===== src/rtl/twi_ptr_pkg.sv =====
package twi_ptr_pkg;
  localparam int DW = 16;

  typedef enum logic [2:0] {
    ST_IDLE,
    ST_RX,
    ST_ACK,
    ST_TX,
    ST_MACK
  } twi_st_e;

  typedef enum logic [1:0] {
    K_ADDR,
    K_PTR,
    K_DATA
  } rx_kind_e;
endpackage


===== src/rtl/twi_line_sync.sv =====
module twi_line_sync #(
  parameter int N      = 2,
  parameter int STAGES = 2
) (
  input  logic         clk_i,
  input  logic         rst_ni,
  input  logic [N-1:0] line_i,
  output logic [N-1:0] cur_o,
  output logic [N-1:0] prev_o
);
  // idle bus level is high, so reset to 1 to avoid a false edge
  for (genvar l = 0; l < N; l++) begin : g_line
    logic [STAGES:0] pipe_q;
    always_ff @(posedge clk_i or negedge rst_ni) begin
      if (!rst_ni) pipe_q <= '1;
      else         pipe_q <= {pipe_q[STAGES-1:0], line_i[l]};
    end
    assign cur_o[l]  = pipe_q[STAGES-1];
    assign prev_o[l] = pipe_q[STAGES];
  end
endmodule


===== src/rtl/twi_reg_file.sv =====
module twi_reg_file #(
  parameter int              NREG    = 4,
  parameter int              DW      = 16,
  parameter logic [NREG-1:0] RO_MASK = NREG'(1),
  localparam int             IW      = $clog2(NREG)
) (
  input  logic                     clk_i,
  input  logic                     rst_ni,
  input  logic                     bus_we_i,
  input  logic [IW-1:0]            bus_idx_i,
  input  logic [DW-1:0]            bus_data_i,
  input  logic                     upd_en_i,
  input  logic [IW-1:0]            upd_idx_i,
  input  logic [DW-1:0]            upd_data_i,
  output logic [NREG-1:0][DW-1:0]  regs_o
);
  for (genvar g = 0; g < NREG; g++) begin : g_reg
    localparam logic BUS_RO = RO_MASK[g];
    always_ff @(posedge clk_i or negedge rst_ni) begin
      if (!rst_ni) begin
        regs_o[g] <= '0;
      end else if (upd_en_i && upd_idx_i == IW'(g)) begin
        regs_o[g] <= upd_data_i;
      end else if (!BUS_RO && bus_we_i && bus_idx_i == IW'(g)) begin
        regs_o[g] <= bus_data_i;
      end
    end
  end
endmodule


===== src/rtl/twi_ptr_slave.sv =====
module twi_ptr_slave
  import twi_ptr_pkg::*;
#(
  parameter int              NREG    = 4,
  parameter logic [4:0]      ADDR_HI = 5'b10010,
  parameter logic [NREG-1:0] RO_MASK = NREG'(1),
  localparam int             IW      = $clog2(NREG)
) (
  input  logic          clk_i,
  input  logic          rst_ni,
  input  logic          scl_i,
  input  logic          sda_i,
  output logic          sda_oe_o,
  input  logic [1:0]    addr_sel_i,
  input  logic          upd_en_i,
  input  logic [IW-1:0] upd_idx_i,
  input  logic [DW-1:0] upd_data_i
);
  logic [1:0] line_cur, line_prev;
  logic       scl_s, sda_s, scl_p, sda_p;
  logic       scl_rise, scl_fall, start_det, stop_det;

  twi_line_sync #(.N(2), .STAGES(2)) u_sync (
    .clk_i  (clk_i),
    .rst_ni (rst_ni),
    .line_i ({scl_i, sda_i}),
    .cur_o  (line_cur),
    .prev_o (line_prev)
  );

  assign {scl_s, sda_s} = line_cur;
  assign {scl_p, sda_p} = line_prev;
  assign scl_rise  = scl_s & ~scl_p;
  assign scl_fall  = ~scl_s & scl_p;
  assign start_det = scl_s & scl_p & sda_p & ~sda_s;
  assign stop_det  = scl_s & scl_p & ~sda_p & sda_s;

  twi_st_e   st_q;
  rx_kind_e  kind_q;
  logic [2:0] bit_cnt_q;
  logic [7:0] sh_q, tx_sh_q, hi_q;
  logic       ack_ph_q, rw_q, hi_done_q, byte_sel_q;
  logic [IW-1:0] ptr_q;

  logic [NREG-1:0][DW-1:0] regs;
  logic [DW-1:0] tx_word;
  logic [7:0]    rx_byte, next_tx;
  logic [6:0]    dev_addr;
  logic          bus_we;

  assign rx_byte  = {sh_q[6:0], sda_s};
  assign dev_addr = {ADDR_HI, addr_sel_i};
  assign tx_word  = regs[ptr_q];
  assign next_tx  = byte_sel_q ? tx_word[7:0] : tx_word[15:8];
  // commit on the low byte of a pair
  assign bus_we   = (st_q == ST_RX) && (kind_q == K_DATA) && scl_rise &&
                    (bit_cnt_q == 3'd7) && hi_done_q;

  twi_reg_file #(.NREG(NREG), .DW(DW), .RO_MASK(RO_MASK)) u_rf (
    .clk_i      (clk_i),
    .rst_ni     (rst_ni),
    .bus_we_i   (bus_we),
    .bus_idx_i  (ptr_q),
    .bus_data_i ({hi_q, rx_byte}),
    .upd_en_i   (upd_en_i),
    .upd_idx_i  (upd_idx_i),
    .upd_data_i (upd_data_i),
    .regs_o     (regs)
  );

  always_ff @(posedge clk_i or negedge rst_ni) begin
    if (!rst_ni) begin
      st_q       <= ST_IDLE;
      kind_q     <= K_ADDR;
      bit_cnt_q  <= '0;
      sh_q       <= '0;
      tx_sh_q    <= '0;
      hi_q       <= '0;
      ack_ph_q   <= 1'b0;
      rw_q       <= 1'b0;
      hi_done_q  <= 1'b0;
      byte_sel_q <= 1'b0;
      ptr_q      <= '0;
      sda_oe_o   <= 1'b0;
    end else if (start_det) begin
      st_q      <= ST_RX;
      kind_q    <= K_ADDR;
      bit_cnt_q <= '0;
      hi_done_q <= 1'b0;
      sda_oe_o  <= 1'b0;
    end else if (stop_det) begin
      st_q     <= ST_IDLE;
      sda_oe_o <= 1'b0;
    end else begin
      case (st_q)
        ST_RX: if (scl_rise) begin
          sh_q      <= rx_byte;
          bit_cnt_q <= bit_cnt_q + 3'd1;
          if (bit_cnt_q == 3'd7) begin
            ack_ph_q <= 1'b0;
            case (kind_q)
              K_ADDR: begin
                if (rx_byte[7:1] == dev_addr) begin
                  rw_q <= rx_byte[0];
                  st_q <= ST_ACK;
                end else begin
                  st_q <= ST_IDLE;
                end
              end
              K_PTR: begin
                ptr_q <= rx_byte[IW-1:0];
                st_q  <= ST_ACK;
              end
              default: begin
                if (!hi_done_q) hi_q <= rx_byte;
                hi_done_q <= ~hi_done_q;
                st_q      <= ST_ACK;
              end
            endcase
          end
        end
        ST_ACK: if (scl_fall) begin
          if (!ack_ph_q) begin
            sda_oe_o <= 1'b1;
            ack_ph_q <= 1'b1;
          end else begin
            ack_ph_q  <= 1'b0;
            bit_cnt_q <= '0;
            if (kind_q == K_ADDR && rw_q) begin
              st_q       <= ST_TX;
              tx_sh_q    <= tx_word[15:8];
              sda_oe_o   <= ~tx_word[15];
              byte_sel_q <= 1'b1;
            end else begin
              st_q     <= ST_RX;
              sda_oe_o <= 1'b0;
              kind_q   <= (kind_q == K_ADDR) ? K_PTR : K_DATA;
            end
          end
        end
        ST_TX: if (scl_fall) begin
          if (bit_cnt_q == 3'd7) begin
            sda_oe_o  <= 1'b0;
            st_q      <= ST_MACK;
            ack_ph_q  <= 1'b0;
            bit_cnt_q <= '0;
          end else begin
            tx_sh_q   <= {tx_sh_q[6:0], 1'b0};
            sda_oe_o  <= ~tx_sh_q[6];
            bit_cnt_q <= bit_cnt_q + 3'd1;
          end
        end
        ST_MACK: begin
          if (!ack_ph_q) begin
            if (scl_rise) begin
              if (sda_s) st_q <= ST_IDLE;
              else       ack_ph_q <= 1'b1;
            end
          end else if (scl_fall) begin
            ack_ph_q   <= 1'b0;
            st_q       <= ST_TX;
            bit_cnt_q  <= '0;
            tx_sh_q    <= next_tx;
            sda_oe_o   <= ~next_tx[7];
            byte_sel_q <= ~byte_sel_q;
          end
        end
        default: ;
      endcase
    end
  end
endmodule


===== config.mk =====
export PLATFORM = sky130hd
export DESIGN_NAME = twi_ptr_slave
export DESIGN_NICKNAME = d
export VERILOG_FILES = /design/src/rtl/twi_ptr_pkg.sv /design/src/rtl/twi_line_sync.sv /design/src/rtl/twi_reg_file.sv /design/src/rtl/twi_ptr_slave.sv
export SDC_FILE = /design/constraint.sdc
export NUM_CORES = 1
export LEC_CHECK = 0
export ABC_AREA = 1
export BUFFER_PORTS_ARGS = -buffer_cell sky130_fd_sc_hd__buf_2
export CAP_MARGIN = 10
export CORE_MARGIN = 3
export CORE_UTILIZATION = 50
export DETAILED_ROUTE_END_ITERATION = 10
export PLACE_DENSITY_LB_ADDON = 0.05
export SYNTH_ARGS = -nofsm -noshare
export SYNTH_HDL_FRONTEND = slang
export SYNTH_SLANG_ARGS = --single-unit
export TNS_END_PERCENT = 50

===== constraint.sdc =====
create_clock -name clk_i -period 2.35 [get_ports clk_i]
set_input_delay 0.235 -clock clk_i [delete_from_list [all_inputs] [get_ports clk_i]]
set_output_delay 0.235 -clock clk_i [all_outputs]
set_load 0.01 [all_outputs]

==> key figures <==
CTS
  • Clock tree sinks: 107
  • Buffers from clock root to sink, at most: 2
  • Clock tree root driver cell: sky130_fd_sc_hd__clkbuf_16
  • Clock input transition at the sequential cells of the worst setup and hold paths: 70 ps
  • TritonCTS clock tree: built
  • Total CTS buffers: 9
  • Insertion delay of the later-clocked pin in the worst-skew pair: ~360 ps
  • Depth of the CTS H-tree: 3

Pwr
  • Leakage power figure: 3.42 nW
  • Largest voltage drop on the vdd net: between 600 and 700 uV
  • Post-route total power: approximately 6.0 mW
  • Total power density per cell area: a little over 900 mW/mm^2

Floorplanning
  • Initial core utilization: 0.527
  • Total I/O pin count: 26
  • Std-Cell Rows: 38
  • Full die area: approximately 0.013 sq mm
  • Die extent in y: between 100 and 150 microns
  • Width of the die: roughly 110 microns
  • Std-Cell Core Area: 0.0111 sq mm

Worst setup path
  • R2R depth: 8
  • Crit end category: register
  • Critical setup path kind: reg -> reg
  • Worst Path Arrival: ~2400 ps
  • Kind of start point of the critical path: register
  • Maximum net fanout on the critical path: 17
  • Internal reg-to-reg setup slack: ~220 ps
  • Startpoint of the worst register-to-register path: bit_cnt_q[0]
  • First element of the critical path: bit_cnt_q[0]
  • Required time at the endpoint of the critical path: around 2700 ps
  • Worst reg2reg path endpoint: u_rf.regs_o[58]

Synth
  • Mux share of post-synthesis cell area: 0
  • Share of the yosys chip area belonging to registers: 0.458
  • Fraction of the mapped netlist area in compound gates: 0.107
  • Adder and majority gate portion of the synthesized area: 0.00427
  • Nets in the synthesized netlist: between 800 and 900
  • Simple logic cell fraction of the synthesized area: 0.352
  • Synthesized area per cell: 7.07 sq um
  • Yosys synthesis warning count: 0
  • Post-synthesis cell type count: 30
  • Xor and xnor area share after synthesis: 0.00149
  • Combinational family with the most area after synthesis: simple AND/OR/NAND/NOR gates
  • Post-synthesis register bit count: roughly 110
  • Post-synthesis cell count: between 800 and 900
  • Mapped Area: just under 0.006 sq mm

Detailed routing
  • Number of detailed-route iterations in the first pass: 8
  • Post-route ant nets: 0
  • Total wire length after detailed routing: approximately 17 mm
  • Total number of vias: 5384
  • Total DRC errors in the routed layout: 0
  • Via density per instance: approximately 5.4
  • Average wire length per cell after detail routing: 16.6 microns
  • Number of DRC violations after detailed-routing iteration 0: 562

Timing
  • Least-Margin Pin Slew: between 600 and 700 ps
  • Sum of negative setup slack: 0 ps
  • Headroom to the max-slew limit: 0.574
  • Setup repair after global routing missed its margin: false
  • Endpoints failing setup: 0
  • Worst Skew: 11.5 ps
  • Final Hold Violating Endpoints: 0
  • Fmax: 0.470 GHz
  • Post-layout min period: approximately 2100 ps
  • Max Transition Viols Final: 0
  • Period utilisation layout: 0.905

Cells and area
  • Area of combinational cells with multiple inputs: approximately 0.0027 sq mm
  • Layout cell share with drive strength beyond 1: 0.0948
  • Layout filler cell count: about 1100
  • Area added between synthesis and finish: 10.7%
  • Sequential Area: roughly 0.0027 sq mm
  • Antenna cell count: 0
  • Final net count: between 800 and 900
  • Non-Filler Instances: ~990

Min path
  • Min-delay worst type: in -> reg
  • Startpoint of the tightest hold check path: upd_data_i[4]
  • Instance count along the most critical hold path: 3
  • WHS Endpoint: u_rf.regs_o[4]

GRT
  • Number of antenna violations at the first check in global routing: 0
  • Global-route wire length before repair: 27.0 mm
  • Total congestion overflow after global routing: 0
  • Global-route usage over all layers: 0.270
  • Number of global-route vias before repair: ~5100
  • Largest net degree at the start of global routing: 47

Outcome
  • Run status: complete, no violations

Placed design
  • Final GP Congestion: 0.915
  • Number of instances in the placed design: around 980
  • Final HPWL DP: 11.7 mm
  • Number of port buffers: 25

Job
  • Max-cap check violation count: 0
-- how the worst max path moves through the flow --
stage / to / slack (ps)
after floorplan: u_rf.regs_o[22] / 640
after global placement: u_rf.regs_o[60] / 330
after detailed placement: u_rf.regs_o[49] / 250
after CTS: u_rf.regs_o[49] / 240
after global routing: u_rf.regs_o[56] / 50
final: u_rf.regs_o[58] / 220
-- repair_timing --
item | in CTS | in global routing
resized for setup | 0 | 0
hold buffers | 3 | 0
buffers inserted | 0 | 0
endpoints found under the hold margin | 46 | 0
-- flip-flops by register name, indices dropped and copies added (netlist names), 2 cells and up --
name	cells
tx_sh_q	7
bit_cnt_q	3
st_q	3
hi_q	8
kind_q	2
sh_q	7
ptr_q	2
u_rf.regs_o	64
u_sync.g_line.pipe_q	6
-- cell usage in the layout, fill, tap and decap left out, types with 3 or more instances in the layout --
cell                              n
sky130_fd_sc_hd__nand3_2          3
sky130_fd_sc_hd__clkbuf_16        9
sky130_fd_sc_hd__dfstp_2          6
sky130_fd_sc_hd__or2_2            5
sky130_fd_sc_hd__nand3_1         91
sky130_fd_sc_hd__dfrtp_1        101
sky130_fd_sc_hd__o21ai_1          4
sky130_fd_sc_hd__nor2_1          57
sky130_fd_sc_hd__inv_1           73
sky130_fd_sc_hd__nand2_4          7
sky130_fd_sc_hd__buf_2           24
sky130_fd_sc_hd__dlygate4sd3_1    3
sky130_fd_sc_hd__o21ai_0         96
sky130_fd_sc_hd__nand4_1          3
sky130_fd_sc_hd__nand2_1        314
sky130_fd_sc_hd__o211ai_1         5
sky130_fd_sc_hd__a21oi_1         15
sky130_fd_sc_hd__buf_4           16
-- critical path, cell delays in order (launching register included) --
cell and delay, ps:
sky130_fd_sc_hd__dfrtp_1 370, sky130_fd_sc_hd__ha_1 160, sky130_fd_sc_hd__ha_1 300, sky130_fd_sc_hd__nand3_1 170, sky130_fd_sc_hd__nor3_4 360, sky130_fd_sc_hd__nand2_4 250, sky130_fd_sc_hd__nand2_4 280, sky130_fd_sc_hd__nand2_1 90
sky130_fd_sc_hd__nand2_1 70
-- layer usage --
layer  vias to the layer above  share of wire  wire [microns]  track usage
met4                         0          0.024             397       0.0887
met5                         -              0               0            0
met2                       200           0.43            7040        0.395
met3                        24          0.071            1180       0.0629
met1                      2489           0.48            7900        0.395
li1                       2671              -               -            -
-- power breakdown --
group | internal [mW] | switching (mW)
Combinational | 0.601 | 1.14
Clock | 0.965 | 0.695
Sequential | 2.24 | 0.354
-- synthesized netlist by cell type, drive strengths merged --
cell type | number | share of area
nand2 | 321 | 0.21
dfrtp | 101 | 0.43
o21ai | 101 | 0.087
nand3 | 94 | 0.081
inv | 74 | 0.047
nor2 | 58 | 0.038
clkbuf | 18 | 0.012
buf | 17 | 0.017
a21oi | 15 | 0.013
dfstp | 6 | 0.027
o211ai | 5 | 0.0064
or2 | 5 | 0.0053
nor3 | 4 | 0.0073
nand4 | 3 | 0.0032
ha | 2 | 0.0043
a21boi | 1 | 0.0013
clkinv | 1 | 0.00064
nand3b | 1 | 0.0013
nor3b | 1 | 0.0013
xnor2 | 1 | 0.0015
-- area by class of cell --
class | instances | share of cell area
clock buffer | 12 | 0.0380
clock inverter | 4 | 0.0114
inverter | 75 | 0.0434
multi-input combinational | 612 | 0.422
sequential | 107 | 0.414
tap | 140 | 0.0270
timing repair buffer | 44 | 0.0447
-- stage by stage --
stage,worst slack [ps],hold WS (ps),cell area (sq um),util
2_1_floorplan,637,-60.6,5860,-
3_3_place_gp,327,295,6140,0.552
3_5_place_dp,249,300,6140,0.552
4_1_cts,238,181,6490,0.583
5_1_grt,47.0,204,6490,0.583
6_report,224,188,6490,0.583
-- kinds of logic after synthesis --
kind of cell,count (synthesis)
AO/OA/AOI/OAI,122
XOR/XNOR,1
adder cells (fa/ha/maj),2
buffers and inverters,110
flip-flops,107
AND/OR/NAND/NOR,487
No activity file was read; power rests on OpenSTA's default activity.
